===== src/rtl/hwv_pkg.sv =====
package hwv_pkg;
  localparam int A_SET     = 0;
  localparam int A_CLR     = 1;
  localparam int A_EN      = 2;
  localparam int A_DONE    = 3;
  localparam int A_SET_STA = 4;
  localparam int A_CLR_STA = 5;

  typedef enum logic [1:0] {
    SQ_IDLE,
    SQ_WAIT_ON,
    SQ_STAB,
    SQ_WAIT_OFF
  } seq_state_e;
endpackage


===== src/rtl/hwv_cmd_regs.sv =====
module hwv_cmd_regs #(
  parameter int N_DOM  = 8,
  parameter int N_REQ  = 4,
  parameter int DATA_W = 32,
  parameter int ADDR_W = 4,
  localparam int RID_W = $clog2(N_REQ),
  localparam int IDX_W = (N_DOM > 1) ? $clog2(N_DOM) : 1
) (
  input  logic                        clk_i,
  input  logic                        rst_ni,
  input  logic                        bus_we_i,
  input  logic [ADDR_W-1:0]           bus_addr_i,
  input  logic [DATA_W-1:0]           bus_wdata_i,
  input  logic [RID_W-1:0]            bus_req_i,
  output logic [DATA_W-1:0]           bus_rdata_o,
  input  logic                        seq_start_i,
  input  logic                        seq_fin_i,
  input  logic                        seq_on_i,
  input  logic [IDX_W-1:0]            seq_idx_i,
  input  logic [N_DOM-1:0]            en_i,
  output logic [N_DOM-1:0]            set_sta_o,
  output logic [N_DOM-1:0]            clr_sta_o,
  output logic [N_DOM-1:0][RID_W-1:0] req_tab_o
);
  import hwv_pkg::*;

  logic [N_DOM-1:0] set_sta_q, clr_sta_q, set_rb_q, clr_rb_q;
  logic [N_DOM-1:0] done, acc_set, acc_clr, start_vec, fin_vec;
  logic [N_DOM-1:0] wbits;
  logic [N_DOM-1:0][RID_W-1:0] req_q;

  assign wbits = bus_wdata_i[N_DOM-1:0];

  if (DATA_W > N_DOM) begin : g_unused
    logic unused_hi;
    assign unused_hi = ^bus_wdata_i[DATA_W-1:N_DOM];
  end

  assign done      = ~(set_sta_q | clr_sta_q);
  assign acc_set   = (bus_we_i && bus_addr_i == ADDR_W'(A_SET)) ? (wbits & done) : '0;
  assign acc_clr   = (bus_we_i && bus_addr_i == ADDR_W'(A_CLR)) ? (wbits & done) : '0;
  assign start_vec = seq_start_i ? (N_DOM'(1) << seq_idx_i) : '0;
  assign fin_vec   = seq_fin_i ? (N_DOM'(1) << seq_idx_i) : '0;

  always_ff @(posedge clk_i or negedge rst_ni) begin
    if (!rst_ni) begin
      set_sta_q <= '0;
      clr_sta_q <= '0;
      set_rb_q  <= '0;
      clr_rb_q  <= '0;
    end else begin
      set_sta_q <= (set_sta_q & ~fin_vec) | acc_set;
      clr_sta_q <= (clr_sta_q & ~fin_vec) | acc_clr;
      // set readback drops on write, returns when the sequencer picks it up
      set_rb_q  <= (set_rb_q & ~acc_set) | (start_vec & {N_DOM{seq_on_i}});
      // clr readback holds until pickup
      clr_rb_q  <= (clr_rb_q | acc_clr) & ~(start_vec & {N_DOM{~seq_on_i}});
    end
  end

  always_ff @(posedge clk_i or negedge rst_ni) begin
    if (!rst_ni) begin
      req_q <= '0;
    end else begin
      for (int d = 0; d < N_DOM; d++) begin
        if (acc_set[d] || acc_clr[d]) req_q[d] <= bus_req_i;
      end
    end
  end

  always_comb begin
    case (bus_addr_i)
      ADDR_W'(A_SET):     bus_rdata_o = DATA_W'(set_rb_q);
      ADDR_W'(A_CLR):     bus_rdata_o = DATA_W'(clr_rb_q);
      ADDR_W'(A_EN):      bus_rdata_o = DATA_W'(en_i);
      ADDR_W'(A_DONE):    bus_rdata_o = DATA_W'(done);
      ADDR_W'(A_SET_STA): bus_rdata_o = DATA_W'(set_sta_q);
      ADDR_W'(A_CLR_STA): bus_rdata_o = DATA_W'(clr_sta_q);
      default:            bus_rdata_o = '0;
    endcase
  end

  assign set_sta_o = set_sta_q;
  assign clr_sta_o = clr_sta_q;
  assign req_tab_o = req_q;
endmodule


===== src/rtl/hwv_vote_bank.sv =====
module hwv_vote_bank #(
  parameter int N_DOM = 8,
  parameter int N_REQ = 4,
  localparam int RID_W = $clog2(N_REQ),
  localparam int IDX_W = (N_DOM > 1) ? $clog2(N_DOM) : 1
) (
  input  logic             clk_i,
  input  logic             rst_ni,
  input  logic             upd_i,
  input  logic [IDX_W-1:0] idx_i,
  input  logic [RID_W-1:0] req_i,
  input  logic             on_i,
  output logic [N_DOM-1:0] en_o,
  output logic             en_after_o
);
  logic [N_DOM-1:0][N_REQ-1:0] vote_q;
  logic [N_REQ-1:0] sel, sel_new, rbit;

  assign rbit       = N_REQ'(1) << req_i;
  assign sel        = vote_q[idx_i];
  assign sel_new    = on_i ? (sel | rbit) : (sel & ~rbit);
  assign en_after_o = |sel_new;

  for (genvar d = 0; d < N_DOM; d++) begin : g_dom
    assign en_o[d] = |vote_q[d];
  end

  always_ff @(posedge clk_i or negedge rst_ni) begin
    if (!rst_ni) vote_q <= '0;
    else if (upd_i) vote_q[idx_i] <= sel_new;
  end
endmodule


===== src/rtl/hwv_seq.sv =====
module hwv_seq #(
  parameter int N_DOM    = 8,
  parameter int STAB_CYC = 5000,
  localparam int IDX_W = (N_DOM > 1) ? $clog2(N_DOM) : 1,
  localparam int CNT_W = $clog2(STAB_CYC + 1)
) (
  input  logic             clk_i,
  input  logic             rst_ni,
  input  logic [N_DOM-1:0] set_sta_i,
  input  logic [N_DOM-1:0] clr_sta_i,
  input  logic             en_after_i,
  input  logic [N_DOM-1:0] pwr_ack_i,
  output logic             start_o,
  output logic             fin_o,
  output logic             on_o,
  output logic [IDX_W-1:0] idx_o,
  output logic [N_DOM-1:0] pwr_en_o
);
  import hwv_pkg::*;

  seq_state_e       state_q;
  logic [IDX_W-1:0] cur_q, pick;
  logic             op_q, idle, change;
  logic [CNT_W-1:0] cnt_q;
  logic [N_DOM-1:0] pwr_en_q, pend;

  assign pend = set_sta_i | clr_sta_i;

  // lowest pending index wins
  always_comb begin
    pick = '0;
    for (int d = N_DOM - 1; d >= 0; d--) begin
      if (pend[d]) pick = IDX_W'(d);
    end
  end

  assign idle    = (state_q == SQ_IDLE);
  assign idx_o   = idle ? pick : cur_q;
  assign on_o    = idle ? set_sta_i[pick] : op_q;
  assign start_o = idle && (|pend);
  assign change  = (en_after_i != pwr_en_q[idx_o]);

  always_comb begin
    fin_o = 1'b0;
    unique case (state_q)
      SQ_IDLE:     fin_o = start_o && !change;
      SQ_WAIT_ON:  fin_o = pwr_ack_i[cur_q];
      SQ_WAIT_OFF: fin_o = !pwr_ack_i[cur_q];
      default:     fin_o = 1'b0;
    endcase
  end

  always_ff @(posedge clk_i or negedge rst_ni) begin
    if (!rst_ni) begin
      state_q  <= SQ_IDLE;
      cur_q    <= '0;
      op_q     <= 1'b0;
      cnt_q    <= '0;
      pwr_en_q <= '0;
    end else begin
      unique case (state_q)
        SQ_IDLE: begin
          if (start_o && change) begin
            cur_q           <= pick;
            op_q            <= on_o;
            pwr_en_q[pick]  <= en_after_i;
            cnt_q           <= CNT_W'(STAB_CYC - 1);
            state_q         <= on_o ? SQ_WAIT_ON : SQ_STAB;
          end
        end
        SQ_WAIT_ON:  if (pwr_ack_i[cur_q]) state_q <= SQ_IDLE;
        SQ_STAB: begin
          if (cnt_q == '0) state_q <= SQ_WAIT_OFF;
          else             cnt_q   <= cnt_q - 1'b1;
        end
        SQ_WAIT_OFF: if (!pwr_ack_i[cur_q]) state_q <= SQ_IDLE;
        default:     state_q <= SQ_IDLE;
      endcase
    end
  end

  assign pwr_en_o = pwr_en_q;
endmodule


===== src/rtl/hwv_vote_ctrl.sv =====
module hwv_vote_ctrl #(
  parameter int N_DOM    = 8,
  parameter int N_REQ    = 4,
  parameter int DATA_W   = 32,
  parameter int ADDR_W   = 4,
  parameter int STAB_CYC = 5000
) (
  input  logic                     clk_i,
  input  logic                     rst_ni,
  input  logic                     bus_we_i,
  input  logic [ADDR_W-1:0]        bus_addr_i,
  input  logic [DATA_W-1:0]        bus_wdata_i,
  input  logic [$clog2(N_REQ)-1:0] bus_req_i,
  output logic [DATA_W-1:0]        bus_rdata_o,
  output logic [N_DOM-1:0]         pwr_en_o,
  input  logic [N_DOM-1:0]         pwr_ack_i
);
  localparam int RID_W = $clog2(N_REQ);
  localparam int IDX_W = (N_DOM > 1) ? $clog2(N_DOM) : 1;

  logic [N_DOM-1:0] set_sta, clr_sta, en_vote;
  logic [N_DOM-1:0][RID_W-1:0] req_tab;
  logic             seq_start, seq_fin, seq_on, en_after;
  logic [IDX_W-1:0] seq_idx;

  hwv_cmd_regs #(
    .N_DOM(N_DOM), .N_REQ(N_REQ), .DATA_W(DATA_W), .ADDR_W(ADDR_W)
  ) u_regs (
    .clk_i       (clk_i),
    .rst_ni      (rst_ni),
    .bus_we_i    (bus_we_i),
    .bus_addr_i  (bus_addr_i),
    .bus_wdata_i (bus_wdata_i),
    .bus_req_i   (bus_req_i),
    .bus_rdata_o (bus_rdata_o),
    .seq_start_i (seq_start),
    .seq_fin_i   (seq_fin),
    .seq_on_i    (seq_on),
    .seq_idx_i   (seq_idx),
    .en_i        (en_vote),
    .set_sta_o   (set_sta),
    .clr_sta_o   (clr_sta),
    .req_tab_o   (req_tab)
  );

  hwv_vote_bank #(.N_DOM(N_DOM), .N_REQ(N_REQ)) u_votes (
    .clk_i      (clk_i),
    .rst_ni     (rst_ni),
    .upd_i      (seq_start),
    .idx_i      (seq_idx),
    .req_i      (req_tab[seq_idx]),
    .on_i       (seq_on),
    .en_o       (en_vote),
    .en_after_o (en_after)
  );

  hwv_seq #(.N_DOM(N_DOM), .STAB_CYC(STAB_CYC)) u_seq (
    .clk_i      (clk_i),
    .rst_ni     (rst_ni),
    .set_sta_i  (set_sta),
    .clr_sta_i  (clr_sta),
    .en_after_i (en_after),
    .pwr_ack_i  (pwr_ack_i),
    .start_o    (seq_start),
    .fin_o      (seq_fin),
    .on_o       (seq_on),
    .idx_o      (seq_idx),
    .pwr_en_o   (pwr_en_o)
  );
endmodule


===== config.mk =====
export PLATFORM = sky130hd
export DESIGN_NAME = hwv_vote_ctrl
export DESIGN_NICKNAME = d
export VERILOG_FILES = /design/src/rtl/hwv_pkg.sv /design/src/rtl/hwv_cmd_regs.sv /design/src/rtl/hwv_vote_bank.sv /design/src/rtl/hwv_seq.sv /design/src/rtl/hwv_vote_ctrl.sv
export SDC_FILE = /design/constraint.sdc
export NUM_CORES = 1
export LEC_CHECK = 0
export ABC_CLOCK_PERIOD_IN_PS = 3740
export BUFFER_PORTS_ARGS = -buffer_cell sky130_fd_sc_hd__buf_2
export CAP_MARGIN = 20
export CORE_ASPECT_RATIO = 1.5
export CORE_MARGIN = 3
export CORE_UTILIZATION = 41
export CTS_BUF_LIST = sky130_fd_sc_hd__clkbuf_2 sky130_fd_sc_hd__clkbuf_4 sky130_fd_sc_hd__clkbuf_8
export CTS_CLUSTER_DIAMETER = 30
export DETAILED_ROUTE_END_ITERATION = 8
export PLACE_DENSITY = 0.56
export SYNTH_ARGS = -nofsm -noshare
export SYNTH_HDL_FRONTEND = slang
export SYNTH_SLANG_ARGS = --single-unit
export TNS_END_PERCENT = 10

===== constraint.sdc =====
create_clock -name clk_i -period 3.74 [get_ports clk_i]
set_input_delay 1.122 -clock clk_i [delete_from_list [all_inputs] [get_ports clk_i]]
set_output_delay 1.122 -clock clk_i [all_outputs]
set_load 0.05 [all_outputs]

==> results.ini, run 1 <==
[status]
run_status = finished clean

[finish]
final_cell_mix = nand2_1 (116), dfrtp_1 (107), buf_4 (76)
antenna_cells = 0
syn_to_final_growth_pct = 16.5
drive_gt1_share_pct = 26.0
fillers = 1505
fin_nets = 838
final_cell_area_um2 = 7390
final_common_cell = nand2_1

[clocking]
cts.path.max_buffers = 2
h-tree-depth = 3
post_cts_buffers = 0
clk_pin_slew_ns = 0.12
cts_sinks = 107
cts_hold_buf = 0
clk_latency_ns = 0.39
cts_tree = done
cts-root-buf = clkbuf_8
cts_inserted_buffers = 9

[floorplanning]
coreArea_um2 = 15100
fp.dieH_um = 158
die_w_um = 108
floorplan.initialDensity_pct = 41.9
dieArea_um2 = 17000
ios = 89
rows = 55

[worst_setup_path]
path_max_fanout = 11
r2r_end = u_regs.clr_sta_o[1]
max_stage_delay_ns = 0.51
rr_worst_depth = 10
critPathRequiredTime_ns = 2.62
startpoint_type = input port
arrival_ns = 2.53
critPathCaptureType = output pin
cpMaxStageDelayCell = mux4_2
r2r_slack_ns = 0.15
cp_common_cell = buf_2
crit_chain = buf_2 -> buf_6 -> mux4_2 -> a221o_1 -> buf_2
crit_type = input port to output pin
rr_startpoint = u_regs.set_sta_o[6]

[grt]
grt_first_pass_wirelength_um = 31300
grt_pass1_vias = 5601
overflow = 0
grt_use_total_pct = 24.5
grt_start_max_net_pins = 42
antenna_found_initial = 0

[drt]
wl_per_cell_um = 20.7
totalWireLength_um = 20500
routed_via_density = 5.74
drc = 0
first_iter_violations = 244
first_pass_iters = 5
ant_nets = 0
via_count = 5690

[hold_path]
min_to = u_regs.set_rb_q[0]
hold_path.class = flop to flop
hold_start = u_regs.set_rb_q[0]
hold_depth = 2

[synthesis]
synth.area.mux_share_pct = 10.2
yosys.area_share.adder_pct = 0.197
async_flop_share_pct = 100
synth-seq-area-share_pct = 42.2
syn_area_um2 = 6340
yosysUniqueCellTypes = 72
ys_seq_elements = 107
synth-main-ff-cell = dfrtp_1
syn_avg_cell_area_um2 = 9.25
synth_edf_count = 0
syn_inst = 686
synth-simple-area-share_pct = 20.7
synth_warnings = 0
synth_top_family_by_area = simple AND/OR/NAND/NOR gates
synth_xor_xnor_area_share_pct = 1.52
synth_compound_area_share_pct = 20.0

[timing]
holdWs_ns = 0.517
fmax_ghz = 0.274
fin_crit_ns = 3.65
setup_viol = 0
rsz0062_at_grt = no
period_share_pct = 97.7
drv_slew = 0
tightest_slew_ns = 0.669
slew_headroom_pct = 55.4
hold_viol_final = 0
fin_skew_ns = 0.0176

[power_and_ir_drop]
peakVddDrop_v = 0.000573
powerDensity_nw_per_um2 = 828
leakage_nw = 3.13

[placed_design]
hpwl_um = 16100
placed_cell_area_um2 = 7160
numPortBuffers = 40
routabilityCongestion = 0.958

[run]
drv_cap = 0

## through the flow
| stage | instances | setup TNS (ns) | total power [W] | util (%) | setup slack (ns) |
|---|---|---|---|---|---|
| after global routing | 992 | 0 | 0.00649 | 48.8 | 0.00915 |
| final | 992 | 0 | 0.00612 | 48.8 | 0.0862 |
| after CTS | 992 | 0 | 0.00609 | 48.7 | 0.0277 |
| after detailed placement | 976 | -0.0217 | 0.00531 | 47.3 | -0.0142 |
| after floorplan | 709 | 0 | 0.00390 | - | 0.144 |
| after global placement | 976 | -0.0118 | 0.00525 | 47.3 | -0.0118 |
## how the worst max path moves through the flow
| stage | from | endpoint | slack [ns] | depth (start not counted) |
|---|---|---|---|---|
| after global routing | u_regs.clr_sta_o[3] | u_regs.clr_sta_o[1] | 0.009 | 12 |
| after global placement | bus_addr_i[0] | bus_rdata_o[5] | -0.01 | 5 |
| after floorplan | bus_addr_i[0] | bus_rdata_o[0] | 0.14 | 4 |
| final | bus_addr_i[0] | bus_rdata_o[5] | 0.09 | 5 |
| after CTS | bus_addr_i[0] | bus_rdata_o[5] | 0.03 | 5 |
| after detailed placement | u_regs.clr_sta_o[7] | u_regs.clr_sta_o[1] | -0.01 | 10 |
## worst max-delay path, delay by kind of cell
kind	cells	cell delay (ns)
buffers and inverters	3	0.51
AO/OA/AOI/OAI	1	0.39
multiplexers	1	0.51
## kinds of logic after synthesis
kind of cell    count (synthesis)
fa+ha+maj                       1
simple gates                  276
mux                            44
compound gates                192
other cells                     1
xor+xnor                       11
buf+inv                        54
flops                         107
## metal layers
metal | GRT usage [%] | part of all wire (%)
met2 | 41.5 | 50
met1 | 30.6 | 40
met3 | 2.39 | 4.2
met4 | 13.5 | 5.4
met5 | 0 | 0
## where the power goes
group          switching, W  internal (W)
clock              0.000443      0.000323
combinational       0.00219       0.00146
sequential         0.000271       0.00144
total               0.00290       0.00322
## synthesized netlist by cell type, types with 2 or more instances
master / count / share of area [%]
nand2_1: 116 / 6.9
dfrtp_1: 107 / 42
nor2_1: 69 / 4.1
o21ai_0: 68 / 5.4
a21oi_1: 38 / 3.0
nand3_1: 35 / 2.8
buf_4: 24 / 2.8
mux2_2: 19 / 3.4
o21ai_1: 17 / 1.3
a221o_1: 11 / 1.7
nor4_1: 11 / 1.1
buf_2: 10 / 0.79
mux4_2: 10 / 3.6
a31oi_1: 9 / 0.89
clkbuf_1: 9 / 0.53
and3_1: 8 / 0.79
xnor2_1: 8 / 1.1
o211ai_1: 7 / 0.83
a21boi_0: 6 / 0.71
inv_1: 6 / 0.36
mux2_4: 6 / 1.4
mux2i_1: 6 / 0.95
nor3_1: 5 / 0.39
nor4_2: 5 / 0.99
or4_4: 5 / 0.89
a311oi_1: 4 / 0.55
a21oi_2: 3 / 0.41
and4_1: 3 / 0.41
buf_1: 3 / 0.18
or2_2: 3 / 0.30
xor2_1: 3 / 0.41
a22oi_2: 2 / 0.39
a32oi_1: 2 / 0.28
a41oi_1: 2 / 0.28
buf_6: 2 / 0.36
mux2i_4: 2 / 0.71
nand2b_1: 2 / 0.20
nand4_1: 2 / 0.20
nor3_2: 2 / 0.32
o21a_1: 2 / 0.24
o32ai_2: 2 / 0.51
o41ai_1: 2 / 0.28
## layout make-up
type	count	area (µm²)	area share [%]
Inverter	6	22.5	0.305
Clock inverter	7	82.6	1.12
Tap cell	199	249	3.37
Multi-Input combinational cell	548	3460	46.8
Clock buffer	9	124	1.68
Timing Repair Buffer	116	777	10.5
Sequential cell	107	2680	36.2
## registers in the layout (all words and copies together), names as in the netlist
| signal | flops |
|---|---|
| u_seq.cnt_q | 13 |
| u_regs.set_sta_o | 8 |
| u_regs.clr_sta_o | 8 |
| u_votes.vote_q | 32 |
| u_seq.state_q | 2 |
| u_seq.op_q | 1 |
| u_regs.clr_rb_q | 8 |
| u_regs.req_tab_o | 16 |
| u_seq.pwr_en_o | 8 |
| u_seq.cur_q | 3 |
| u_regs.set_rb_q | 8 |
## repair_timing
action,4_1_cts,5_1_grt
gates cloned,0,0
resized for setup,2,4
setup endpoints to repair,7,19
Note: power is estimated with default switching activity, not from simulation.
==> run 2, diff against run 1 <==
==> constraint.sdc (replaced) <==
create_clock -name clk_i -period 3.74 [get_ports clk_i]
set_input_delay 0.187 -clock clk_i [delete_from_list [all_inputs] [get_ports clk_i]]
set_output_delay 0.187 -clock clk_i [all_outputs]
set_load 0.05 [all_outputs]
==> run 2 against run 1 <==
Net effect: critical path depth is 6 higher; first-iteration DRC count grew 49%; routed wire length down 1.1%; final cell count shrank 2.2%; worst setup slack better by 0.019 ns; clock power up 2.6%; core utilization fell by 0.81 points; non-clock buffer count decreased by 20; hold slack lost 0.36 ns; clock skew decreased by 0.0033 ns; clock-buffer cell count grew 1.
==> results.ini, run 2 (synthesis gave the netlist of run 1 again) <==
[clocking]
clk_pin_slew_ns = 0.11  ; about the same
cts-root-buf = clkbuf_8
cts_sinks = 107  ; unchanged
h-tree-depth = 3  ; unchanged
cts_inserted_buffers = 9  ; unchanged
cts_tree = done
cts.path.max_buffers = 2  ; unchanged
clk_latency_ns = 0.38  ; about the same

[power_and_ir_drop]
peakVddDrop_v = 0.000411  ; -28%
finalPower_w = 0.00610  ; -0.28%
leakage_nw = 3.04  ; -2.9%
powerDensity_nw_per_um2 = 840  ; +1.4%

[grt]
overflow = 0  ; unchanged
antenna_found_initial = 0  ; unchanged
grt_start_max_net_pins = 48  ; +14%
grt_first_pass_wirelength_um = 31700  ; +1.2%
grt_pass1_vias = 5719  ; +2.1%
grt_use_total_pct = 24.6  ; +0.12 points

[worst_setup_path]
path_max_fanout = 10  ; -1
startpoint_type = flop
crit_type = flop to flop
crit_end = u_regs.set_sta_o[7]
r2r_slack_ns = 0.11  ; -0.04 ns
critPathRequiredTime_ns = 3.99  ; +1.37 ns
r2r_end = u_regs.set_sta_o[7]
rr_startpoint = u_regs.clr_sta_o[3]
rr_worst_depth = 11  ; +1
critPathCaptureType = flop
arrival_ns = 3.89  ; +1.36 ns
timing.critical_path.from = u_regs.clr_sta_o[3]

[floorplanning]
coreArea_um2 = 15100  ; unchanged
fp.dieH_um = 158  ; unchanged
dieArea_um2 = 17000  ; unchanged
ios = 89  ; unchanged
rows = 55  ; unchanged
die_w_um = 108  ; unchanged
floorplan.initialDensity_pct = 41.9  ; unchanged

[placed_design]
hpwl_um = 15700  ; -2.6%
dp.cells = 954  ; -2.3%
numPortBuffers = 40  ; unchanged
routabilityCongestion = 0.956  ; -0.15%

[status]
run_status = finished clean

[run]
drv_cap = 0  ; unchanged

[drt]
via_count = 5657  ; -0.58%
first_pass_iters = 5  ; unchanged
totalWireLength_um = 20300  ; -1.1%
routed_via_density = 5.83  ; +1.7%
first_iter_violations = 364  ; +49%
drc = 0  ; unchanged
ant_nets = 0  ; unchanged
wl_per_cell_um = 20.9  ; +1.1%

[finish]
syn_to_final_growth_pct = 14.6
antenna_cells = 0  ; unchanged
final_common_cell = nand2_1
drive_gt1_share_pct = 23.6  ; -2.4 points
largest_reg_flops = 32  ; unchanged
fin_nets = 818  ; -2.4%
fin_util_pct = 48.0  ; -0.81 points
final_cell_mix = nand2_1 (115), dfrtp_1 (107), nor2_1 (69)
top_register = u_votes.vote_q
instances_no_fill = 970  ; -2.2%

[timing]
fin_skew_ns = 0.0143  ; -0.00330 ns
fin_crit_ns = 3.63  ; -0.0189 ns
hold_viol_final = 0  ; unchanged
setup_viol = 0  ; unchanged
tightest_slew_ns = 0.752  ; +0.0830 ns
slew_headroom_pct = 49.7  ; -5.7 points
fin_setup_tns_ns = 0  ; unchanged
rsz0062_at_grt = no
fmax_ghz = 0.275  ; +0.52%
drv_slew = 0  ; unchanged
period_share_pct = 97.2  ; -0.51 points

[hold_path]
hold_path.class = input port to flop

-- run 2: cell type report --
type / count / area, µm²
clock buffers: 10 / 131
well taps: 199 / 249
multi-input cells: 548 / 3460
clock inverters: 4 / 76.3
repair buffers: 96 / 651
flip-flops and latches: 107 / 2680
inverters: 6 / 22.5
fillers: 1487 / 7870
-- run 2: per-stage QoR --
| step | hold WS [ns] | cell area, µm² | worst slack [ns] |
|---|---|---|---|
| global placement | 0.234 | 7010 | 0.176 |
| floorplan | -0.109 | 6430 | 0.433 |
| detailed placement | 0.247 | 7010 | 0.116 |
| global route | 0.167 | 7270 | 0.0151 |
| CTS | 0.145 | 7220 | 0.0987 |
| finish | 0.154 | 7270 | 0.105 |
-- run 2: worst min-delay path by stage --
stage            startpoint                    to  depth (start not counted)
5_1_grt        bus_req_i[1]   u_regs.req_tab_o[9]                          2
2_1_floorplan        rst_ni    u_regs.clr_rb_q[0]                          0
3_5_place_dp         rst_ni    u_regs.set_rb_q[7]                          1
4_1_cts        bus_req_i[1]  u_regs.req_tab_o[11]                          2
3_3_place_gp         rst_ni    u_regs.set_rb_q[7]                          1
6_report       bus_req_i[1]  u_regs.req_tab_o[11]                          2
-- run 2: what timing repair did --
item                                    in CTS  in global routing
hold buffers                                 1                  0
setup buffers                                0                  1
endpoints found under the hold margin       45                  0
endpoints found under the setup margin       0                 17
gates resized for setup                      0                  4
-- run 2: worst max-delay path, cell delays in order (launching register included) --
cell	delay, ns
dfrtp_1	0.46
or4_4	0.63
a2111oi_4	0.44
a21oi_2	0.20
mux2i_1	0.17
a32oi_1	0.20
o221ai_1	0.21
mux2_4	0.35
and4_1	0.25
buf_12	0.14
mux2i_4	0.29
o21ai_0	0.15
-- run 2: power breakdown --
group | internal (W) | switching, W
Combinational | 0.00143 | 0.00215
Clock | 0.000381 | 0.000406
Sequential | 0.00144 | 0.000300
-- run 2: routing by layer --
layer	global-route usage, %	routed length (µm)
met1	30.0	8010
met2	42.9	10300
met3	2.92	1080
met4	12.2	911
met5	0	0
==> run 3, diff against run 2 <==
SETUP_SLACK_MARGIN = 0.15   (was default)
==> run 3 against run 2 <==
Net effect: die area is the same; core utilization grew 0.50 points; clock-buffer cell count is the same; via count grew 0.76%; sequential share of layout area shrank 0.27 points; critical path depth is the same; routed wire length grew 0.75%; power grew 1.1%; fmax grew 4.3%; largest power group unchanged.
==> results.ini, run 3 (synthesis gave the netlist of run 1 again) <==
[status]
run_status = finished clean

[finish]
syn_to_final_growth_pct = 15.8
top_register = u_votes.vote_q
antenna_cells = 0  ; unchanged
largest_reg_flops = 32  ; unchanged
multi_input_area_um2 = 3500  ; +1.1%
fillers = 1473  ; -0.94%
final_common_cell = nand2_1
drive_gt1_share_pct = 25.6  ; +2.0 points
fin_nets = 823  ; +0.61%
regArea_um2 = 2690  ; +0.28%
final_cell_mix = nand2_1 (115), dfrtp_1 (101), o21ai_0 (67)

[drt]
drc = 0  ; unchanged
routed_via_density = 5.85  ; +0.24%
wl_per_cell_um = 21.0  ; +0.24%
totalWireLength_um = 20400  ; +0.75%
via_count = 5700  ; +0.76%
ant_nets = 0  ; unchanged
first_iter_violations = 396  ; +8.8%
first_pass_iters = 5  ; unchanged

[timing]
drv_slew = 0  ; unchanged
fmax_ghz = 0.287  ; +4.3%
fin_setup_tns_ns = 0  ; unchanged
hold_viol_final = 0  ; unchanged
fin_crit_ns = 3.48  ; -0.151 ns
holdWs_ns = 0.155  ; +0.00140 ns
setup_viol = 0  ; unchanged
period_share_pct = 93.1  ; -4.0 points
post-route-worst-setup-slack_ns = 0.256  ; +0.151 ns
slew_headroom_pct = 50.3  ; +0.64 points
fin_skew_ns = 0.0139  ; -0.000371 ns
rsz0062_at_grt = no
tightest_slew_ns = 0.742  ; -0.00953 ns

[worst_setup_path]
cp_num_cells = 11  ; unchanged
r2r_slack_ns = 0.26  ; +0.15 ns
max_stage_delay_ns = 0.59  ; -0.04 ns
crit_buf_inv = 1  ; unchanged
startpoint_type = flop
rr_worst_depth = 11  ; unchanged
crit_chain = or4_4 -> a2111oi_4 -> a21oi_4 -> mux2i_1 -> a32oi_1 -> o221ai_2 -> mux2_4 -> and4_2 -> buf_4 -> xnor2_1 -> o32a_1
path_delay_family = compound AO/OA/AOI/OAI gates
r2r_end = u_seq.cur_q[2]
arrival_ns = 3.74  ; -0.15 ns
cpMaxStageDelayCell = or4_4
rr_startpoint = u_regs.clr_sta_o[3]
critPathRequiredTime_ns = 4.00  ; about the same
path_max_fanout = 10  ; unchanged
critPathCaptureType = flop
crit_type = flop to flop

[placed_design]
hpwl_um = 15700  ; unchanged
pre_cts_ws_ns = 0.116  ; unchanged
numPortBuffers = 40  ; unchanged
routabilityCongestion = 0.956  ; unchanged

[grt]
overflow = 0  ; unchanged
grt_use_total_pct = 24.6  ; +0.034 points
met1_usage_pct = 30.3  ; +0.29 points
grt_first_pass_wirelength_um = 31700  ; about the same
grt_start_max_net_pins = 48  ; unchanged
use_met3_pct = 2.88  ; -0.041 points
antenna_found_initial = 0  ; unchanged
grt-busiest-layer = met2
gr-usage-met2_pct = 42.9  ; unchanged
grt_pass1_vias = 5712  ; -0.12%

[floorplanning]
ios = 89  ; unchanged
fp.dieH_um = 158  ; unchanged
coreArea_um2 = 15100  ; unchanged
rows = 55  ; unchanged
die_w_um = 108  ; unchanged
floorplan.initialDensity_pct = 41.9  ; unchanged
dieArea_um2 = 17000  ; unchanged

[clocking]
h-tree-depth = 3  ; unchanged
cts_sinks = 107  ; unchanged
clk_pin_slew_ns = 0.11  ; about the same
cts-root-buf = clkbuf_8
cts.path.max_buffers = 2  ; unchanged
clk_latency_ns = 0.38  ; about the same
cts_inserted_buffers = 9  ; unchanged
cts_tree = done

[hold_path]
min_to = u_regs.req_tab_o[1]
hold_start = bus_req_i[1]
hold_depth = 2  ; unchanged
hold_path.class = input port to flop

[power_and_ir_drop]
peakVddDrop_v = 0.000424  ; +3.2%
powerDensity_nw_per_um2 = 840  ; about the same
leakage_nw = 3.06  ; +0.78%

[run]
drv_cap = 0  ; unchanged

[run 3: final cells by class]
cell class / count / share of cell area [%]
Multi-Input combinational cell: 549 / 47.6
Clock inverter: 4 / 1.04
Clock buffer: 10 / 1.79
Inverter: 6 / 0.307
Tap cell: 199 / 3.39
Sequential cell: 107 / 36.6
Timing Repair Buffer: 100 / 9.27
[run 3: routing by layer]
metal | vias up | routed length, µm
li1 | 2649 | -
met1 | 2816 | 8190
met2 | 189 | 10500
met3 | 46 | 920
met4 | 0 | 857
met5 | - | 0
[run 3: through the flow]
step                      area [µm²]  util [%]  power (W)  std cells
final                           7340      48.5    0.00617        975
after global routing            7340      48.5    0.00654        975
after CTS                       7260      47.9    0.00611        970
after detailed placement        7010      46.3    0.00524        954
after global placement          7010      46.3    0.00518        954
after floorplan                 6430         -    0.00390        709
[run 3: how the worst max path moves through the flow]
stage	from	endpoint	slack [ns]
final	u_regs.clr_sta_o[3]	u_seq.cur_q[2]	0.26
after floorplan	u_regs.clr_sta_o[0]	u_seq.cur_q[0]	0.43
after global routing	u_regs.clr_sta_o[5]	u_regs.clr_sta_o[1]	0.15
after global placement	u_regs.clr_sta_o[5]	u_regs.clr_sta_o[0]	0.18
after CTS	u_regs.clr_sta_o[3]	u_regs.set_sta_o[7]	0.14
after detailed placement	u_regs.clr_sta_o[5]	u_regs.set_sta_o[1]	0.12
[run 3: where the power goes]
group	leakage, nW	switching, W	total, W	internal [W]
clock	0.102	0.000407	0.000787	0.000381
combinational	1.67	0.00218	0.00364	0.00146
sequential	1.29	0.000303	0.00174	0.00144
total	3.06	0.00289	0.00617	0.00328
[run 3: timing repair]
item	CTS	global route
endpoints found under the hold margin	45	0
hold buffers	1	0
pin swaps	0	10
setup endpoints to repair	10	32
buffers inserted	1	4
resized for setup	2	18
gates cloned	0	1
